**src/rtl/dram_mux_seq.sv**
```systemverilog
module dram_mux_seq #(
  parameter int PRECHARGE_CLKS = 2
) (
  input  logic        clk,
  input  logic        rst_n,
  input  logic [23:1] addr,
  input  logic        uds,
  input  logic        lds,
  input  logic        write,
  input  logic        addr_strobe,
  input  logic        inhibit,
  input  logic [1:0]  mod_size,
  input  logic        two_rows,
  output logic [9:0]  dram_addr,
  output logic        ras,
  output logic [1:0]  cas_hi,
  output logic [1:0]  cas_lo,
  output logic        we,
  output logic        dack
);
  localparam int CW = (PRECHARGE_CLKS > 1) ? $clog2(PRECHARGE_CLKS) : 1;
  localparam logic [CW-1:0] PRE_LAST = CW'(PRECHARGE_CLKS - 1);

  typedef enum logic [2:0] {S_IDLE, S_ROW, S_COL, S_STRB, S_ACK, S_PRE} st_t;
  st_t st;
  logic [CW-1:0] pcnt;

  wire start = addr_strobe && !inhibit;
  wire quit  = !addr_strobe || inhibit;

  always_ff @(posedge clk or negedge rst_n) begin
    if (!rst_n) begin
      st   <= S_IDLE;
      pcnt <= '0;
    end else begin
      case (st)
        S_IDLE: if (start) st <= S_ROW;
        S_ROW:  st <= quit ? S_PRE : S_COL;
        S_COL:  st <= quit ? S_PRE : S_STRB;
        S_STRB: st <= quit ? S_PRE : S_ACK;
        S_ACK:  if (quit) st <= S_PRE;
        S_PRE: begin
          if (pcnt == PRE_LAST) begin
            pcnt <= '0;
            st   <= start ? S_ROW : S_IDLE;
          end else begin
            pcnt <= pcnt + 1'b1;
          end
        end
        default: st <= S_IDLE;
      endcase
    end
  end

  wire is_64k = (mod_size == 2'd0);
  wire is_1m  = mod_size[1];
  wire x7_row = is_64k ? addr[10] : addr[17];
  wire x9_row = is_1m & addr[20];
  wire x9_col = is_1m & addr[19];
  wire bank   = two_rows & (is_64k ? addr[17] : (is_1m ? addr[21] : addr[19]));

  wire [9:0] row_word = {x9_row, addr[18], x7_row, addr[16:11], addr[1]};
  wire [9:0] col_word = {x9_col, addr[10], addr[9], addr[8:2]};
  wire col_phase = (st == S_COL) || (st == S_STRB) || (st == S_ACK);
  wire cas_on    = ((st == S_STRB) || (st == S_ACK)) && !inhibit;

  assign dram_addr = col_phase ? col_word : row_word;
  assign ras       = (col_phase || st == S_ROW) && !inhibit;
  assign cas_hi    = {cas_on & uds & bank, cas_on & uds & ~bank};
  assign cas_lo    = {cas_on & lds & bank, cas_on & lds & ~bank};
  assign we        = cas_on & write;
  assign dack      = (st == S_ACK) && !inhibit;
endmodule

```
**config.mk**
```make
export PLATFORM = sky130hd
export DESIGN_NAME = dram_mux_seq
export DESIGN_NICKNAME = d
export VERILOG_FILES = /design/src/rtl/dram_mux_seq.sv
export SDC_FILE = /design/constraint.sdc
export NUM_CORES = 1
export LEC_CHECK = 0
export BUFFER_PORTS_ARGS = -buffer_cell sky130_fd_sc_hd__buf_2
export CAP_MARGIN = 20
export CORE_MARGIN = 2
export CORE_UTILIZATION = 35
export DETAILED_ROUTE_END_ITERATION = 12
export GPL_TIMING_DRIVEN = 1
export PLACE_DENSITY = 0.78
export SYNTH_ARGS = -nofsm -noshare
export SYNTH_HDL_FRONTEND = slang
export SYNTH_SLANG_ARGS = --single-unit
```
**constraint.sdc**
```tcl
create_clock -name clk -period 1.67 [get_ports clk]
set_input_delay 0.0835 -clock clk [delete_from_list [all_inputs] [get_ports clk]]
set_output_delay 0.0835 -clock clk [all_outputs]
set_load 0.01 [all_outputs]
```
# Word level (Yosys, flattened, before mapping)
# Index checks and enable logic that the tools add are counted.
# op_classes
n_addsub,1
n_mul,0
div_mod_pow,0
order_cmp,0
eq_ne,8
n_shift,0
n_mux,13
bitwise_logic,11
n_reduce_logical,14
# op_table
cell,count
one-hot mux 3 bit (6 select lines),1
two-way mux 3 bit,5
bitwise AND 1 bit,10
two-way mux 10 bit,1
equality test 3 x 2 -> 1 bit (second input constant),2
equality test 3 bit (second input constant),2
two-way mux 1 bit,6
!= test 2 bit (second input constant),3
logical OR 1 bit,5
logical AND 1 bit,4
equality test 3 x 1 -> 1 bit (second input constant),1
zero test 3 bit,1
AND reduction 3 bit,1
zero test 1 bit,2
zero test 2 bit,1
adder 1 bit (second input constant),1
inverter 1 bit,1
# totals
ff_bits,4
latch_bits,0
mem_bits_rw,0
mem_bits_ro,0
in_bits,33
mem_count,0

# Logic depth before layout (Yosys ltp)
# Gate-level depths: netlist of run 1.
# depth
ltp_word,5
depth_mapped,4

# Worst setup path after synthesis of run 1
# Ideal clock, no wire load.
# synth_timing
path_type,register -> output
start,register st[1]
end,output port cas_hi[0]
arrival_ps,1253
t_required_ps,1586
setup_slack_ps,334
path_stages_with_launch,5
path_cell_list,dfrtp_1 -> buf_6 -> nor4b_4 -> o21ai_0 -> and2b_1
# synth_between
elab_chain_cells,5
elab_cells_between_ends,6
classes_between,2 x eq/ne; 2 x bitwise; 2 x reduce/logical
# synth_rtl
item,line_no,text
from (decl),25,st_t st;
from (signal assigned),38,S_ROW: st <= quit ? S_PRE : S_COL;
from (signal assigned),39,S_COL: st <= quit ? S_PRE : S_STRB;
from (signal assigned),40,S_STRB: st <= quit ? S_PRE : S_ACK;
equality test 3 x 2 -> 1 bit or equality test 3 bit (tied branches),65,wire cas_on = ((st == S_STRB) || (st == S_ACK)) && !inhibit;
logical OR 1 bit (*),65,
logical AND 1 bit (*),65,
bitwise AND 1 bit (*) (2 in series),69,"assign cas_hi = {cas_on & uds & bank, cas_on & uds & ~bank};"
to (decl),16,"output logic [1:0] cas_hi,"
# Every way passes the cells marked *; elsewhere a longest branch is shown, timed or not.

# Worst setup path after layout of run 1
# layout_timing
start,register st[2]
end,output port dram_addr[6]
# layout_between
elab_chain_cells,4
elab_cells_between_ends,6
classes_between,3 x eq/ne; 1 x mux; 2 x reduce/logical
# layout_rtl
item,line_no,text
equality test 3 x 2 -> 1 bit,64,wire col_phase = (st == S_COL) || (st == S_STRB) || (st == S_ACK);
logical OR 1 bit,64,
logical OR 1 bit (*),64,
two-way mux 10 bit (*),67,assign dram_addr = col_phase ? col_word : row_word;
to (decl),14,"output logic [9:0] dram_addr,"
# Marks and branches as above.

==> results.txt, run 1 <==
The run finished with clean final reports. The number of nets in the finished design is 140. The cell count after synthesis came out at 52. Entering global routing, the biggest net connects 11 pins. Pin placement for this block handled 50 I/O pins. The delay of the slowest cell on the worst path came out at 0.43 ns.

The number of antenna diodes came out at 0. When the netlist entered floorplanning its net count stood at 85. For flop-to-flop paths, the worst setup slack is 0.47 ns.

Static timing analysis puts the maximum clock frequency at 0.609 GHz. The remaining antenna violation count is 0. Compared with the post-synthesis result, the final layout area differs by 70.7%. Final hold analysis gives a worst-case slack of 0.183 ns.

The average routed wire per standard cell is 12.3 um. The first global-routing pass estimated 2160 um of wire. The area taken by flip-flops and latches came out at 104 um^2. The power per unit of standard cell area came out at 1380 nW/um^2.

The count of flip-flops with a built-in enable after synthesis came out at 0. The most frequent cell after synthesis is sky130_fd_sc_hd__mux2_2. Counting the fill cells in the layout gives 125. The first routing iteration left 4 violations. The combined area of the multi-input logic cells is 389 um^2. The number of global-route vias before repair came out at 615. Synthesis inferred 4 register bits. The TritonCTS buffer count came out at 3. The core region is 1330 um^2. The final worst-path cycle share is 98.3%.

The summed instance area of the synthesized netlist is 512 um^2. The critical path in this run is classified as reg2out. In this run the mean area of a mapped cell was 9.84 um^2. The post-detailed-route via-to-cell ratio came out at 5.00. The detailed-route via count came out at 600. IR analysis of the VDD net gives a maximum drop of 0.719 mV.

The worst setup path is launched from a register. Ranked by instance count, the synthesized netlist is headed by 11 x sky130_fd_sc_hd__mux2_2, 6 x sky130_fd_sc_hd__nor2_1, 4 x sky130_fd_sc_hd__dfrtp_1, 4 x sky130_fd_sc_hd__nand2_1. The largest fanout on the critical path is 10. The post-route non-filler standard cell count is 120.

The reported leakage power is 0.000454 uW. The number of distinct library cell variants in the gate-level netlist after synthesis came out at 23. Setup violations remaining at the end of the flow were counted as 0.

TritonCTS built the clock tree. The total chip power came out at 1210 uW. The number of sinks handled by clock tree synthesis came out at 4.

Clock latency on the worst-skew pair, taken at its later pin, is 0.23 ns. The congestion estimate from routability-driven global placement came to 0.707. Clock tree synthesis selected as its root buffer the cell sky130_fd_sc_hd__clkbuf_4. The clock transition at the registers of the reported paths came out at 0.04 ns.

After synthesis, the cell types taking the most area are sky130_fd_sc_hd__mux2_2 24%, sky130_fd_sc_hd__dfrtp_1 20%, sky130_fd_sc_hd__nor4bb_4 4.9%, sky130_fd_sc_hd__nor4b_4 4.6%, sky130_fd_sc_hd__mux2i_4 4.4%. The final period demand of the worst path came out at 1.64 ns. The total global-route track usage is 15.6%. The cell type with the highest aggregate area in the netlist is sky130_fd_sc_hd__mux2_2.

The total grt overflow is 0. Of all flip-flops after synthesis, the portion carrying an async set or reset was 100%. STA puts the critical path data arrival time at 1.56 ns. The total half-perimeter wirelength after legalization and detailed placement is 1180 um. The minimum setup slack in the final design is 0.0289 ns.

The transition time at the pin with the least slew margin is 0.302 ns. The iteration count of the initial detailed-routing pass is 2. The critical-path cell with the highest stage delay is sky130_fd_sc_hd__dfrtp_2. Once placement completed, the tool counted placed cells totaling 114. The clock skew came out at 0.00562 ns.

The setup slack after placement is 0.0767 ns. The final wirelength came out at 1470 um. Setup repair after global routing could not meet its margin everywhere. The maximum buffer depth of the clock tree is 2. The hold violation total from the final report came out at 0. The most used flip-flop cell after synthesis is sky130_fd_sc_hd__dfrtp_1.

The maximum level of the CTS H-tree is 1. The register area share after synthesis is 19.6%. The number of antenna violations at the first check in global routing came out at 0.

During synthesis, Yosys emitted a total of 0 warnings. Traced cell by cell, the critical path runs through mux2i_4 > buf_12 > mux2_2 > buf_2. The starting density of the core came out at 38.4%. Row generation in the floorplan step produced 13 rows. The area share of the largest cell type after synthesis is 24.2%. The overall die width is 42.2 um. The total DRC errors in the routed layout came out at 0. STA classifies the critical path endpoint as an output port. The worst slew margin relative to its limit is 79.8%. The die footprint is 1780 um^2. The critical path contains buffers and inverters numbering 2 combined.

Grouping stages by cell kind, the critical path spends the most delay in multiplexers. Buffers placed on the I/O ports in this run total 47. The required time at the worst-slack endpoint is 1.59 ns. The path class of the tightest hold or removal check is in2async. Of the cells placed in the final design, the portion with a size suffix greater than 1 is 69.5%. The count of max-cap constraint violations is 0. The max-slew violation count came out at 0.

The die boundary height is 42.2 um.
layout make-up:
class | instances | share of cell area, %
multi-input cells | 45 | 44.6
flip-flops and latches | 4 | 11.9
clock buffers | 3 | 2.58
repair buffers | 53 | 38.8
well taps | 15 | 2.15
through the flow:
step                      TNS [ns]  utilization, %  cell area, um^2
after global placement           0            57.1              762
after global routing        -0.166            65.5              873
final                            0            65.5              873
after CTS                        0            61.3              817
after detailed placement         0            57.1              762
after floorplan                  0               -              512
placed cells by master, fill, tap and decap left out, drive strengths merged, types with 2 or more instances in the layout:
master,instances
xnor2,2
and2b,2
mux2i,2
o21ai,2
clkbuf,3
a21oi,2
mux2,11
o31ai,2
nand2,4
dfrtp,4
xor2,2
nand2b,2
nor2,7
buf,52
report_power, final:
group          internal [uW]  switching [uW]
Combinational            511             353
Sequential               147            78.3
Clock                   80.1            36.3
sequential cells by signal (all words and copies together), names as in the netlist:
register,cells
st,3
pcnt,1
metal layers:
layer / up-vias / global-route usage [%] / part of all wire (%)
met3: 0 / 4.31 / 4.6
met1: 283 / 12.2 / 32
met2: 21 / 32.3 / 63
met5: - / 0 / 0
li1: 296 / - / -
met4: 0 / 9.38 / 0
worst register-to-register path, delay by kind of cell, from the launching register on:
kind,cells,cell delay (ns)
DFF,1,0.45
xor gates and xnor gates,1,0.16
and+or+nand+nor,1,0.05
AOI/OAI and AO/OA,1,0.23
buffers and inverters,1,0.19
final timing paths:
check | cells past startpoint | endpoint | startpoint
max | 4 | dram_addr[6] | st[2]
min | 2 | st[2] | rst_n
max reg2reg | 4 | st[0] | st[2]
min reg2reg | 1 | pcnt | pcnt
max in group asynchronous | 2 | st[0] | rst_n
min in group clk | 3 | st[1] | addr_strobe
timing repair:
action,in CTS,in global routing
hold buffers,1,0
setup endpoints to repair,12,11
pin swaps,0,3
buffers inserted,1,1
gates resized for setup,2,9
endpoints found under the hold margin,4,0
cells by family (layout without fill, tap and decap cells):
logic type,Yosys count,after routing,share of synthesized area [%]
mux,13,13,30.6
flops,4,4,19.6
simple gates,19,19,26.4
compound gates,9,9,11.5
buf+inv,3,56,5.13
xor+xnor,4,4,6.85
No activity file was read; power rests on OpenSTA's default activity.
==> inputs of run 2 (changes only) <==
--- a/config.mk
+++ b/config.mk
@@ -11,7 +11,7 @@
 export CORE_UTILIZATION = 35
 export DETAILED_ROUTE_END_ITERATION = 12
 export GPL_TIMING_DRIVEN = 1
-export PLACE_DENSITY = 0.78
+export PLACE_DENSITY = 0.85
 export SYNTH_ARGS = -nofsm -noshare
 export SYNTH_HDL_FRONTEND = slang
 export SYNTH_SLANG_ARGS = --single-unit
==> results.txt, run 2 (synthesis results as in run 1) <==
The flow ran to the end, but the final reports show violations. The checks that failed: negative setup slack. The register with the most flip-flops in the layout has 3 of them.

The internal portion of the total power is 732 uW. The delay of the slowest cell on the worst path came out at 0.42 ns. The area growth from synthesis to layout is 70.7%. The clock network is responsible for 10.1% of the overall power. On the critical path, the stage with the largest delay is an instance of sky130_fd_sc_hd__dfrtp_1. The die boundary height is 42.2 um.

The fraction of final layout cells with drive strength greater than 1 is 70.4%. The finished cells cover 873 um^2. Dividing the detail-routed wire length by the instance count gives 13.4 um. The number of nets in the finished design came out at 143. The total DRC errors in the routed layout is 0. Summed over all nets, the switching power comes to 485 uW. The maximum buffer depth of the clock tree is 2.

The hold violation total from the final report came out at 0. In the routed layout, each cell is associated on average with a via count of 5.14. The number of antenna diodes is 0. The first-pass GRT wire length came out at 2530 um. STA puts the critical path data required time at 1.59 ns. The share of total power in combinational logic came out at 72.3%. The worst slew margin relative to its limit came out at 78.9%.

The max-slew violation count came out at 0. The tree is rooted in a sky130_fd_sc_hd__clkbuf_4. The final worst-path cycle share is 101%. The commonest non-fill, non-tap cell in the layout is sky130_fd_sc_hd__buf_2. For this run, the share of the core covered by cells in the final layout is 65.5%. The clock skew is 0.00691 ns. The signal on the critical path passes through buf_6 > nor4bb_4 > o21ai_1 > and2b_1 > buf_2.

The overall die width came out at 42.2 um. The TritonCTS buffer count is 3. For this configuration, the core starts out at a cell density of 38.4%. For this run the aggregate overflow at the end of global routing stands at 0. Across all register-to-register paths, the minimum setup slack is 0.42 ns.

The worst setup path is captured at an output port. The number of global-route vias before repair came out at 677. The total global-route track usage is 18.5%. During I/O placement, the number of pins put on the boundary was 50. The switching share of power came out at 39.8%. The data arrival time of the critical path is 1.60 ns. The iteration count of the initial detailed-routing pass came out at 4.

The final wirelength is 1640 um. The worst hold path belongs to the class in2async. The reported leakage power is 0.000456 uW. After layout, the minimum clock period comes to 1.68 ns.

The clock transition at the registers of the reported paths came out at 0.04 ns. The instance area after placement is 762 um^2. The detailed-route via count came out at 632. Ranked by flip-flop count, first place goes to st. The site row count came out at 13.

The number of antenna violations at the first check in global routing is 0. The core outline area is 1330 um^2. The power per unit of standard cell area is 1390 nW/um^2. The die footprint came out at 1780 um^2.

In this run the worst path has a maximum fanout of 3. The worst setup path is of the reg2out kind. The count of max-cap constraint violations is 0. The worst register-to-register path ends at st[0].

The DRC violation total after the first TritonRoute iteration came out at 7. The worst setup path is launched from a register. The depth of the most critical reg-to-reg path is 4.

The congestion estimate from routability-driven global placement came to 0.747. The largest registers in the layout are st: 3 flops, pcnt: 1 flops. The total half-perimeter wirelength after legalization and detailed placement is 1310 um.

In this run the number of H-tree levels came out at 1. The minimum setup slack in the final design came out at -0.0104 ns. The worst vdd rail ir drop came out at 0.749 mV. For the pin with the worst max-slew slack, the measured transition is 0.315 ns. The sequential cell fraction of total power came out at 17.6%. Based on the critical path, the design can be clocked at up to 0.595 GHz. The remaining antenna violation count came out at 0. After routing, the total negative slack on setup checks comes to -0.0104 ns. The count of input and output buffers came out at 47. In the layout the commonest cells are 44 x sky130_fd_sc_hd__buf_2, 11 x sky130_fd_sc_hd__mux2_2, 6 x sky130_fd_sc_hd__nor2_1, 6 x sky130_fd_sc_hd__buf_4.

For the worst-skew pair, the clock arrives at the later sink with an insertion delay of 0.24 ns. The largest net degree at the start of global routing came out at 11. The number of sinks handled by clock tree synthesis came out at 4.

Setup repair after global routing could not meet its margin everywhere. In this run the critical register-to-register path is launched from st[2]. The clock tree from TritonCTS is yes. The number of setup violations in the final report is 1.
-- run 2: cell count changes in the layout (fill, tap and decap cells not counted), sizes merged --
cell / delta
buf: +3
-- run 2: how the worst max path moves through the flow --
| stage | from | to | slack (ns) | cells past startpoint |
|---|---|---|---|---|
| after floorplan | st[1] | cas_hi[0] | 0.33 | 4 |
| after global placement | st[1] | dram_addr[7] | 0.12 | 4 |
| after detailed placement | st[1] | dram_addr[3] | 0.07 | 4 |
| after CTS | st[2] | cas_hi[0] | -0.03 | 5 |
| after global routing | st[2] | cas_lo[0] | -0.06 | 5 |
| final | st[2] | cas_lo[0] | -0.01 | 5 |
-- run 2: metrics by stage --
stage                     hold WS [ns]  cells  setup WS [ns]  power, uW
after floorplan                 -0.212     52          0.334        734
after global placement          -0.112    114          0.119        902
after detailed placement        -0.106    114         0.0741        933
after CTS                        0.177    122        -0.0287       1160
after global routing             0.200    123        -0.0581       1290
final                            0.183    123        -0.0104       1220
-- run 2: worst max-delay path, delay by kind of cell (launching register included) --
family | cells | cell delay, ns
AND/OR/NAND/NOR | 2 | 0.54
flip-flops | 1 | 0.42
buffers and inverters | 2 | 0.28
AO/OA/AOI/OAI | 1 | 0.12
-- run 2: timing repair --
action / CTS / global route
hold buffers: 1 / 0
gates resized for setup: 4 / 5
setup buffers: 4 / 1
endpoints found under the hold margin: 4 / 0
pin swaps: 3 / 3
setup endpoints to repair: 13 / 14
-- run 2: per-layer routing --
layer	GRT usage (%)	share of wire [%]
met2	37.2	64
met3	3.02	4.3
met4	15.0	2.4
met5	0	0
met1	14.8	29
-- run 2: layout make-up --
| cell class | count | area [um^2] |
|---|---|---|
| clock buffers | 3 | 22.5 |
| fillers | 112 | 460 |
| multi-input cells | 45 | 389 |
| flip-flops and latches | 4 | 103 |
| well taps | 15 | 18.8 |
| repair buffers | 56 | 340 |
-- run 2: power by group through the flow --
stage | Combinational (uW) | Sequential, uW | Clock [uW]
final | 880 | 214 | 122
after global routing | 948 | 217 | 126
after CTS | 829 | 211 | 124
after detailed placement | 725 | 208 | 0
after global placement | 697 | 205 | 0
after floorplan | 563 | 172 | 0
